## src/rtl/vic4_pkg.sv

```systemverilog
package vic4_pkg;
    localparam int LVL_W = 3;
    typedef logic [LVL_W-1:0] lvl_t;
    localparam lvl_t LVL_IDLE = 3'd4;

    localparam int VA_W = 16;
    typedef logic [VA_W-1:0] vaddr_t;

    typedef struct packed {
        logic   valid;
        logic   brk;
        vaddr_t vec;
    } ack_t;

    function automatic vaddr_t vec_of(vaddr_t base, int unsigned idx);
        return base + vaddr_t'(idx << 1);
    endfunction
endpackage

```

## src/rtl/vic4_flags.sv

```systemverilog
module vic4_flags #(
    parameter int N = 8
) (
    input  logic         clk,
    input  logic         rst,
    input  logic [N-1:0] irq_in,
    input  logic [N-1:0] sw_set,
    input  logic [N-1:0] sw_clr,
    input  logic [N-1:0] ack_clr,
    output logic [N-1:0] flags
);
    logic [N-1:0] irq_q;

    always_ff @(posedge clk) begin
        if (rst) begin
            irq_q <= '0;
            flags <= '0;
        end else begin
            irq_q <= irq_in;
            // a set (edge or software) wins over any clear in the same cycle
            flags <= (flags & ~(sw_clr | ack_clr)) | (irq_in & ~irq_q) | sw_set;
        end
    end
endmodule

```

## src/rtl/vic4_arbiter.sv

```systemverilog
module vic4_arbiter
    import vic4_pkg::*;
#(
    parameter int N  = 8,
    parameter int IW = 3
) (
    input  logic [N-1:0]  pend,
    input  logic [N-1:0]  mask,
    input  logic [N-1:0]  lo,
    input  logic [N-1:0]  hi,
    output logic          any,
    output logic [IW-1:0] win_idx,
    output lvl_t          win_lvl
);
    lvl_t src_lvl [N];

    for (genvar g = 0; g < N; g++) begin : g_lvl
        assign src_lvl[g] = {1'b0, hi[g], lo[g]};
    end

    // strict compare keeps the lowest index on a tie
    always_comb begin
        any     = 1'b0;
        win_idx = '0;
        win_lvl = LVL_IDLE;
        for (int i = 0; i < N; i++) begin
            if (pend[i] && !mask[i] && (src_lvl[i] < win_lvl)) begin
                any     = 1'b1;
                win_idx = IW'(i);
                win_lvl = src_lvl[i];
            end
        end
    end
endmodule

```

## src/rtl/vic4_lvlstack.sv

```systemverilog
module vic4_lvlstack
    import vic4_pkg::*;
#(
    parameter int DEPTH = 4
) (
    input  logic clk,
    input  logic rst,
    input  logic push,
    input  lvl_t push_lvl,
    input  logic pop,
    output lvl_t cur_lvl
);
    localparam int SPW = $clog2(DEPTH + 1);
    localparam int IXW = (DEPTH > 1) ? $clog2(DEPTH) : 1;

    lvl_t           stk [DEPTH];
    logic [SPW-1:0] sp;
    logic [SPW-1:0] sp_m1;

    assign sp_m1 = sp - 1'b1;

    always_ff @(posedge clk) begin
        if (rst) begin
            sp      <= '0;
            cur_lvl <= LVL_IDLE;
            for (int i = 0; i < DEPTH; i++) stk[i] <= LVL_IDLE;
        end else if (pop && (sp != '0)) begin
            sp      <= sp_m1;
            cur_lvl <= stk[sp_m1[IXW-1:0]];
        end else if (push && (sp != SPW'(DEPTH))) begin
            stk[sp[IXW-1:0]] <= cur_lvl;
            sp               <= sp + 1'b1;
            cur_lvl          <= push_lvl;
        end
    end
endmodule

```

## src/rtl/vic4_ctrl.sv

```systemverilog
module vic4_ctrl
    import vic4_pkg::*;
#(
    parameter int     N_SRC       = 8,
    parameter int     STACK_DEPTH = 4,
    parameter vaddr_t VEC_BASE    = 16'h0004,
    parameter vaddr_t BRK_VEC     = 16'h007E
) (
    input  logic             clk,
    input  logic             rst,
    input  logic [N_SRC-1:0] irq_in,
    input  logic [N_SRC-1:0] flag_set,
    input  logic [N_SRC-1:0] flag_clr,
    input  logic [N_SRC-1:0] mask,
    input  logic [N_SRC-1:0] prio_lo,
    input  logic [N_SRC-1:0] prio_hi,
    input  logic             gie,
    input  logic             brk_req,
    input  logic             reti,
    output logic             ack,
    output logic             ack_brk,
    output logic [15:0]      ack_vec,
    output logic [2:0]       svc_lvl,
    output logic [N_SRC-1:0] flags,
    output logic             wake
);
    localparam int IW = (N_SRC > 1) ? $clog2(N_SRC) : 1;

    logic             any;
    logic [IW-1:0]    win_idx;
    lvl_t             win_lvl;
    lvl_t             cur_lvl;
    logic             take_irq;
    logic [N_SRC-1:0] ack_clr;
    ack_t             ack_q;

    vic4_flags #(.N(N_SRC)) u_flags (
        .clk    (clk),
        .rst    (rst),
        .irq_in (irq_in),
        .sw_set (flag_set),
        .sw_clr (flag_clr),
        .ack_clr(ack_clr),
        .flags  (flags)
    );

    vic4_arbiter #(.N(N_SRC), .IW(IW)) u_arb (
        .pend   (flags),
        .mask   (mask),
        .lo     (prio_lo),
        .hi     (prio_hi),
        .any    (any),
        .win_idx(win_idx),
        .win_lvl(win_lvl)
    );

    vic4_lvlstack #(.DEPTH(STACK_DEPTH)) u_stk (
        .clk     (clk),
        .rst     (rst),
        .push    (take_irq),
        .push_lvl(win_lvl),
        .pop     (reti),
        .cur_lvl (cur_lvl)
    );

    // break has precedence; a return in the same cycle also holds off acceptance
    always_comb begin
        take_irq = !brk_req && !reti && gie && any && (win_lvl < cur_lvl);
        ack_clr  = take_irq ? (N_SRC'(1) << win_idx) : '0;
    end

    always_ff @(posedge clk) begin
        if (rst) begin
            ack_q <= '0;
        end else begin
            ack_q.valid <= brk_req | take_irq;
            ack_q.brk   <= brk_req;
            ack_q.vec   <= brk_req  ? BRK_VEC :
                           take_irq ? vec_of(VEC_BASE, 32'(win_idx)) : '0;
        end
    end

    assign ack     = ack_q.valid;
    assign ack_brk = ack_q.brk;
    assign ack_vec = ack_q.vec;
    assign svc_lvl = cur_lvl;
    assign wake    = |(flags & ~mask);
endmodule

```

## config.mk

```make
export PLATFORM = sky130hd
export DESIGN_NAME = vic4_ctrl
export DESIGN_NICKNAME = d
export VERILOG_FILES = /design/src/rtl/vic4_pkg.sv /design/src/rtl/vic4_flags.sv /design/src/rtl/vic4_arbiter.sv /design/src/rtl/vic4_lvlstack.sv /design/src/rtl/vic4_ctrl.sv
export SDC_FILE = /design/constraint.sdc
export NUM_CORES = 1
export LEC_CHECK = 0
export ABC_AREA = 1
export BUFFER_PORTS_ARGS = -buffer_cell sky130_fd_sc_hd__buf_2
export CAP_MARGIN = 20
export CORE_MARGIN = 1.5
export CORE_UTILIZATION = 50
export CTS_CLUSTER_DIAMETER = 60
export DETAILED_ROUTE_END_ITERATION = 10
export GPL_TIMING_DRIVEN = 1
export PLACE_DENSITY = 0.78
export SETUP_SLACK_MARGIN = 0.4
export SLEW_MARGIN = 20
export SYNTH_ARGS = -nofsm -noshare
export SYNTH_HDL_FRONTEND = slang
export SYNTH_SLANG_ARGS = --single-unit
```

## constraint.sdc

```tcl
create_clock -name clk -period 8.6 [get_ports clk]
set_input_delay 0.43 -clock clk [delete_from_list [all_inputs] [get_ports clk]]
set_output_delay 0.43 -clock clk [all_outputs]
set_load 0.02 [all_outputs]
```

Word level (Yosys, flattened, before mapping)
Memory sizes are Yosys's and may differ from the RTL's.
Index checks and enable logic that the tools add are counted.

storage, ports and cells
  ROM bits = 0
  register bits after elaboration = 40
  memories = 1
  memory bits (writable) = 12
  bits in latches = 0

cells by class
  divide/modulo/power cells = 0
  multiply operators = 0
  add/subtract/negate cells = 3
  $lt $le $gt $ge = 9
  mux-type cells = 39
  shift-type cells = 1
  reduce and logical (&&, ||, !) cells = 37
  equal/unequal tests = 1
  bitwise gates (word level) = 11

memory list
  name       words  bits a word  read ports  clocked after memory_dff  write ports  line                 RTL
  u_stk.stk  4      3            1           0                         4            vic4_lvlstack.sv:16  lvl_t stk [DEPTH];

operators with widths
  operator               count
  $mux W3                17
  $and A8 B8 Y8          3
  $not A8 Y8             3
  $or A8 B8 Y8           3
  $logic_and A1 B1 Y1    22
  $lt A2 B3 Y1           7
  $mux W1                16
  $logic_not A1 Y1       10
  $mux W8                1
  $reduce_or A8 Y1       1
  $shl A1 B3 Y8 const A  1
  $mux W7                1
  $mux W2                3
  $reduce_or A3 Y1       2
  $add A3 B4 Y5 const A  1
  $mux W5                1
  $add A3 B1 Y3 const B  1
  $lt A2 B3 Y1 const B   1
  $lt A3 B3 Y1           1
  $ne A3 B3 Y1 const B   1
  $reduce_bool A3 Y1     1
  $sub A3 B1 Y3 const B  1
  $reduce_bool A2 Y1     1
  $not A1 Y1             1
  $or A1 B1 Y1           1

Logic depth before layout (Yosys ltp)
  depth in word-level cells = 34
  depth in mapped cells = 58
  gate-level depth less buffers = 58

By module
Synthesis repeated with hierarchy kept, for this count alone.

unflattened totals
  cells, all modules = 424
  area, all modules = 2957.8 um2

by module, submodules not included
  module         area each (um2)  cells each  instances  seq. area each (um2)
  vic4_lvlstack  939.7            108         1          480.5
  vic4_arbiter   820.8            131         1          0.0
  vic4_flags     684.4            106         1          320.3
  vic4_ctrl      513.0            79          1          120.1

Worst setup path after synthesis
OpenSTA, ideal clock, no wires.

  kind = register to register
  from = reg u_flags.flags[0]
  to = mem u_stk.stk[3][0] (netlist name) (enable)
  stages on the path, launching flop included = 44
  clock period less this slack = 7.295 ns
  library setup time = 0.344 ns
  setup slack = 1.305 ns
  required time = 8.256 ns
  data arrival time = 6.951 ns
  cells stage by stage = dfxtp_1 -> inv_2 -> nor2_4 -> nand2_1 -> ha_1 -> nand3_2 -> nand2_2 -> o21ai_0 -> ha_1 -> inv_1 -> nor2_1 -> nand2_2 -> nand3_4 -> o21ai_0 -> ha_1 -> a21boi_2 -> nand2_2 -> nand2_2 -> (+8 left out) -> nand2_2 -> nand2_4 -> o21ai_0 -> ha_1 -> a21boi_2 -> nand2_2 -> nand2_4 -> o21ai_0 -> ha_1 -> a21boi_2 -> nand2_2 -> nand2_4 -> o21ai_0 -> inv_1 -> ha_1 -> a211oi_4 -> nand3_4 -> o21ai_0

RTL lines
  element                 line                 RTL
  start, declared         vic4_flags.sv:10     output logic [N-1:0] flags
  start signal, assigned  vic4_flags.sv:21     flags <= (flags & ~(sw_clr | ack_clr)) | (irq_in & ~irq_q) | sw_set;
  end, declared           vic4_lvlstack.sv:16

==> results.json <==
{
  "syn_area_um2": 2720,
  "status": "finished, final reports clean",
  "cp_common_cell": "ha_1",
  "final-hold-violation-count": 0,
  "whs_ns": 0.355,
  "syn_to_final_growth_pct": 18.1,
  "hp-start": "irq_in[1]",
  "crit_start": "u_flags.flags[0]$_SDFF_PP0_",
  "crit_fanout": 8,
  "syn-instance-count": 364,
  "dieArea_um2": 5890,
  "cp_slowest_cell": "dfxtp_1",
  "clk_latency_ns": 0.29,
  "die_x_um": 76.8,
  "dpl.hpwl_um": 4780,
  "grt_pass1_vias": 2388,
  "yosysWarnings": 0,
  "start_util_pct": 52.6,
  "core_um2": 5170,
  "antenna_found_initial": 0,
  "syn_area_per_cell_um2": 7.47,
  "leakagePower_nw": 1.60,
  "reg2regPathDepth": 45,
  "htree_levels": 2,
  "critical_path_class": "reg2reg",
  "n_antenna_cell": 0,
  "fin_util_pct": 62.1,
  "seq_area_um2": 921,
  "cts_tree": "yes",
  "dr.pass1.iters": 5,
  "grt_pass1_wl_um": 10400,
  "slew_headroom_pct": 60.2,
  "fin_crit_ns": 7.59,
  "cts_made_buffers": 5,
  "setup_ws_ns": 1.01,
  "clk_pin_slew_worst_paths_ns": 0.08,
  "synth_area_leaders": "dfxtp_1 (21%), edfxtp_1 (13%), nor2_1 (8.4%)",
  "rsz0062_at_grt": "false",
  "cts_max_path_buffers": 2,
  "period_share_pct": 88.3,
  "viasPerCell": 4.90,
  "drc": 0,
  "synth-seq-cells": 40,
  "numClockSinks": 40,
  "p_per_area_nw_per_um2": 181,
  "setup_viol": 0,
  "drtAntennaViolNets": 0,
  "synth.distinct_cells": 36,
  "grt_max_degree": 23,
  "finalWeightedCongestion": 0.855,
  "multi_input_area_um2": 1510,
  "hold_class": "in2reg",
  "synth_top_area_share_pct": 20.6,
  "wl_per_cell_um": 11.8,
  "routed_wl_um": 5990,
  "drive_gt1_share_pct": 31.3,
  "holdPathStages": 3,
  "vdd_drop_max_mv": 0.130,
  "grt_use_total_pct": 21.7,
  "maxSlewViolCount": 0,
  "cts_hold_buf": 0,
  "setup-tns-final_ns": 0,
  "rr_startpoint": "u_flags.flags[0]$_SDFF_PP0_",
  "worstPathRequired_ns": 8.59,
  "worst_setup_path_start_kind": "flop",
  "die_h_um": 76.8,
  "dr_total_vias": 2488,
  "fillerInstances": 463,
  "root_buffer": "clkbuf_8",
  "max_freq_mhz": 132,
  "boundaryPins": 83,
  "synth_top_area_cell": "dfxtp_1",
  "port_buffers": 72,
  "finClkSkew_ns": 0.00842,
  "place_ws_ns": 0.350,
  "end_kind": "flop",
  "drt_iter0_drc": 106,
  "final_nets": 503,
  "slowest_delay_ns": 0.36,
  "yosysSeqAreaShare_pct": 33.9,
  "worst_pin_slew_ns": 0.597,
  "rows": 26,
  "grt_overflow": 0,
  "max_cap_viol_count": 0,
  "worstPathArrival_ns": 7.58
}
cells in the mapped netlist, drive strengths merged:
cell	n
nand2	75
nor2	63
inv	58
nand3	31
dfxtp	28
a21oi	23
o21ai	22
buf	14
ha	13
edfxtp	12
a21boi	4
nand4	4
a211oi	2
clkbuf	2
o22ai	2
or2	2
xor2	2
a221o	1
a32oi	1
clkinv	1
conb	1
mux2	1
nor3	1
xnor2	1
repair_timing:
| action | in CTS | in global routing |
|---|---|---|
| resized for setup | 0 | 7 |
| setup endpoints to repair | 0 | 43 |
| setup buffers | 0 | 1 |
critical path, delay by kind of cell (launching register included):
family / cells / cell delay [ns]
adder cells (fa/ha/maj): 8 / 2.03
flip-flops: 1 / 0.36
AND/OR/NAND/NOR: 20 / 2.03
buffers and inverters: 4 / 0.32
AO/OA/AOI/OAI: 13 / 2.55
final cells by class:
cell class                 count  area share (%)
tap                           70            2.73
sequential                    40            28.7
clock inverter                 1           0.156
multi-input combinational    258            46.9
timing repair buffer          73            11.5
inverter                      59            6.90
clock buffer                   7            3.16
power breakdown:
part | internal, mW | switching (mW) | total, mW | leakage (nW)
Clock | 0.0775 | 0.0637 | 0.141 | 0.0568
Combinational | 0.0791 | 0.143 | 0.222 | 1.20
Sequential | 0.208 | 0.0107 | 0.218 | 0.343
sequential cells by signal, summed over array words and instances, names as in the netlist:
| name | cells |
|---|---|
| u_stk.sp | 3 |
| u_flags.flags | 8 |
| ack | 1 |
| u_flags.irq_q | 8 |
| u_stk.cur_lvl | 3 |
| ack_vec | 5 |
| u_stk.stk | 12 |
routing by layer:
layer / track usage, % / routed length (µm) / up-vias
met4: 7.41 / 96 / 0
met5: 0 / 0 / -
li1: - / - / 1287
met2: 36.3 / 2880 / 87
met1: 28.2 / 2690 / 1105
met3: 3.69 / 327 / 9
worst paths after layout:
path	to	slack [ns]
max	u_stk.stk[2][2]$_SDFFCE_PN1P_	1.01
min	u_flags.irq_q[1]$_SDFF_PP0_	0.35
max reg2reg	u_stk.stk[2][2]$_SDFFCE_PN1P_	1.01
min reg2reg	u_stk.cur_lvl[2]$_SDFFE_PP1P_	0.49
metrics by stage:
| stage | total power, mW | cells | instance area (µm²) |
|---|---|---|---|
| 2_1_floorplan | 0.391 | 373 | 2750 |
| 3_3_place_gp | 0.436 | 499 | 3090 |
| 3_5_place_dp | 0.441 | 499 | 3090 |
| 4_1_cts | 0.582 | 507 | 3200 |
| 5_1_grt | 0.620 | 508 | 3210 |
| 6_report | 0.582 | 508 | 3210 |
placed cells by master (no fill, tap or decap), types with 2 or more instances in the layout:
| cell | n |
|---|---|
| xor2_1 | 2 |
| inv_1 | 53 |
| a21oi_1 | 19 |
| conb_1 | 10 |
| inv_2 | 5 |
| nand3_2 | 4 |
| dfxtp_1 | 28 |
| or2_2 | 2 |
| o22ai_1 | 2 |
| nor2_4 | 2 |
| edfxtp_1 | 12 |
| nand2_4 | 5 |
| a21boi_2 | 4 |
| nand2_2 | 22 |
| clkbuf_8 | 5 |
| a21oi_4 | 4 |
| o21ai_1 | 7 |
| o21ai_0 | 13 |
| nand3_4 | 2 |
| o21ai_2 | 2 |
| ha_1 | 13 |
| buf_2 | 72 |
| nand4_1 | 3 |
| nand3_1 | 25 |
| nand2_1 | 48 |
| nor2_1 | 61 |
kinds of logic after synthesis:
kind of cell	count (synthesis)	share of synthesized area, %
compound gates	55	14.1
other cells	1	0.138
buf+inv	75	12.1
xor+xnor	3	0.966
flops	40	33.9
simple gates	176	32.5
mux	1	0.414
fa+ha+maj	13	5.98
Note: power is estimated with default switching activity, not from simulation.
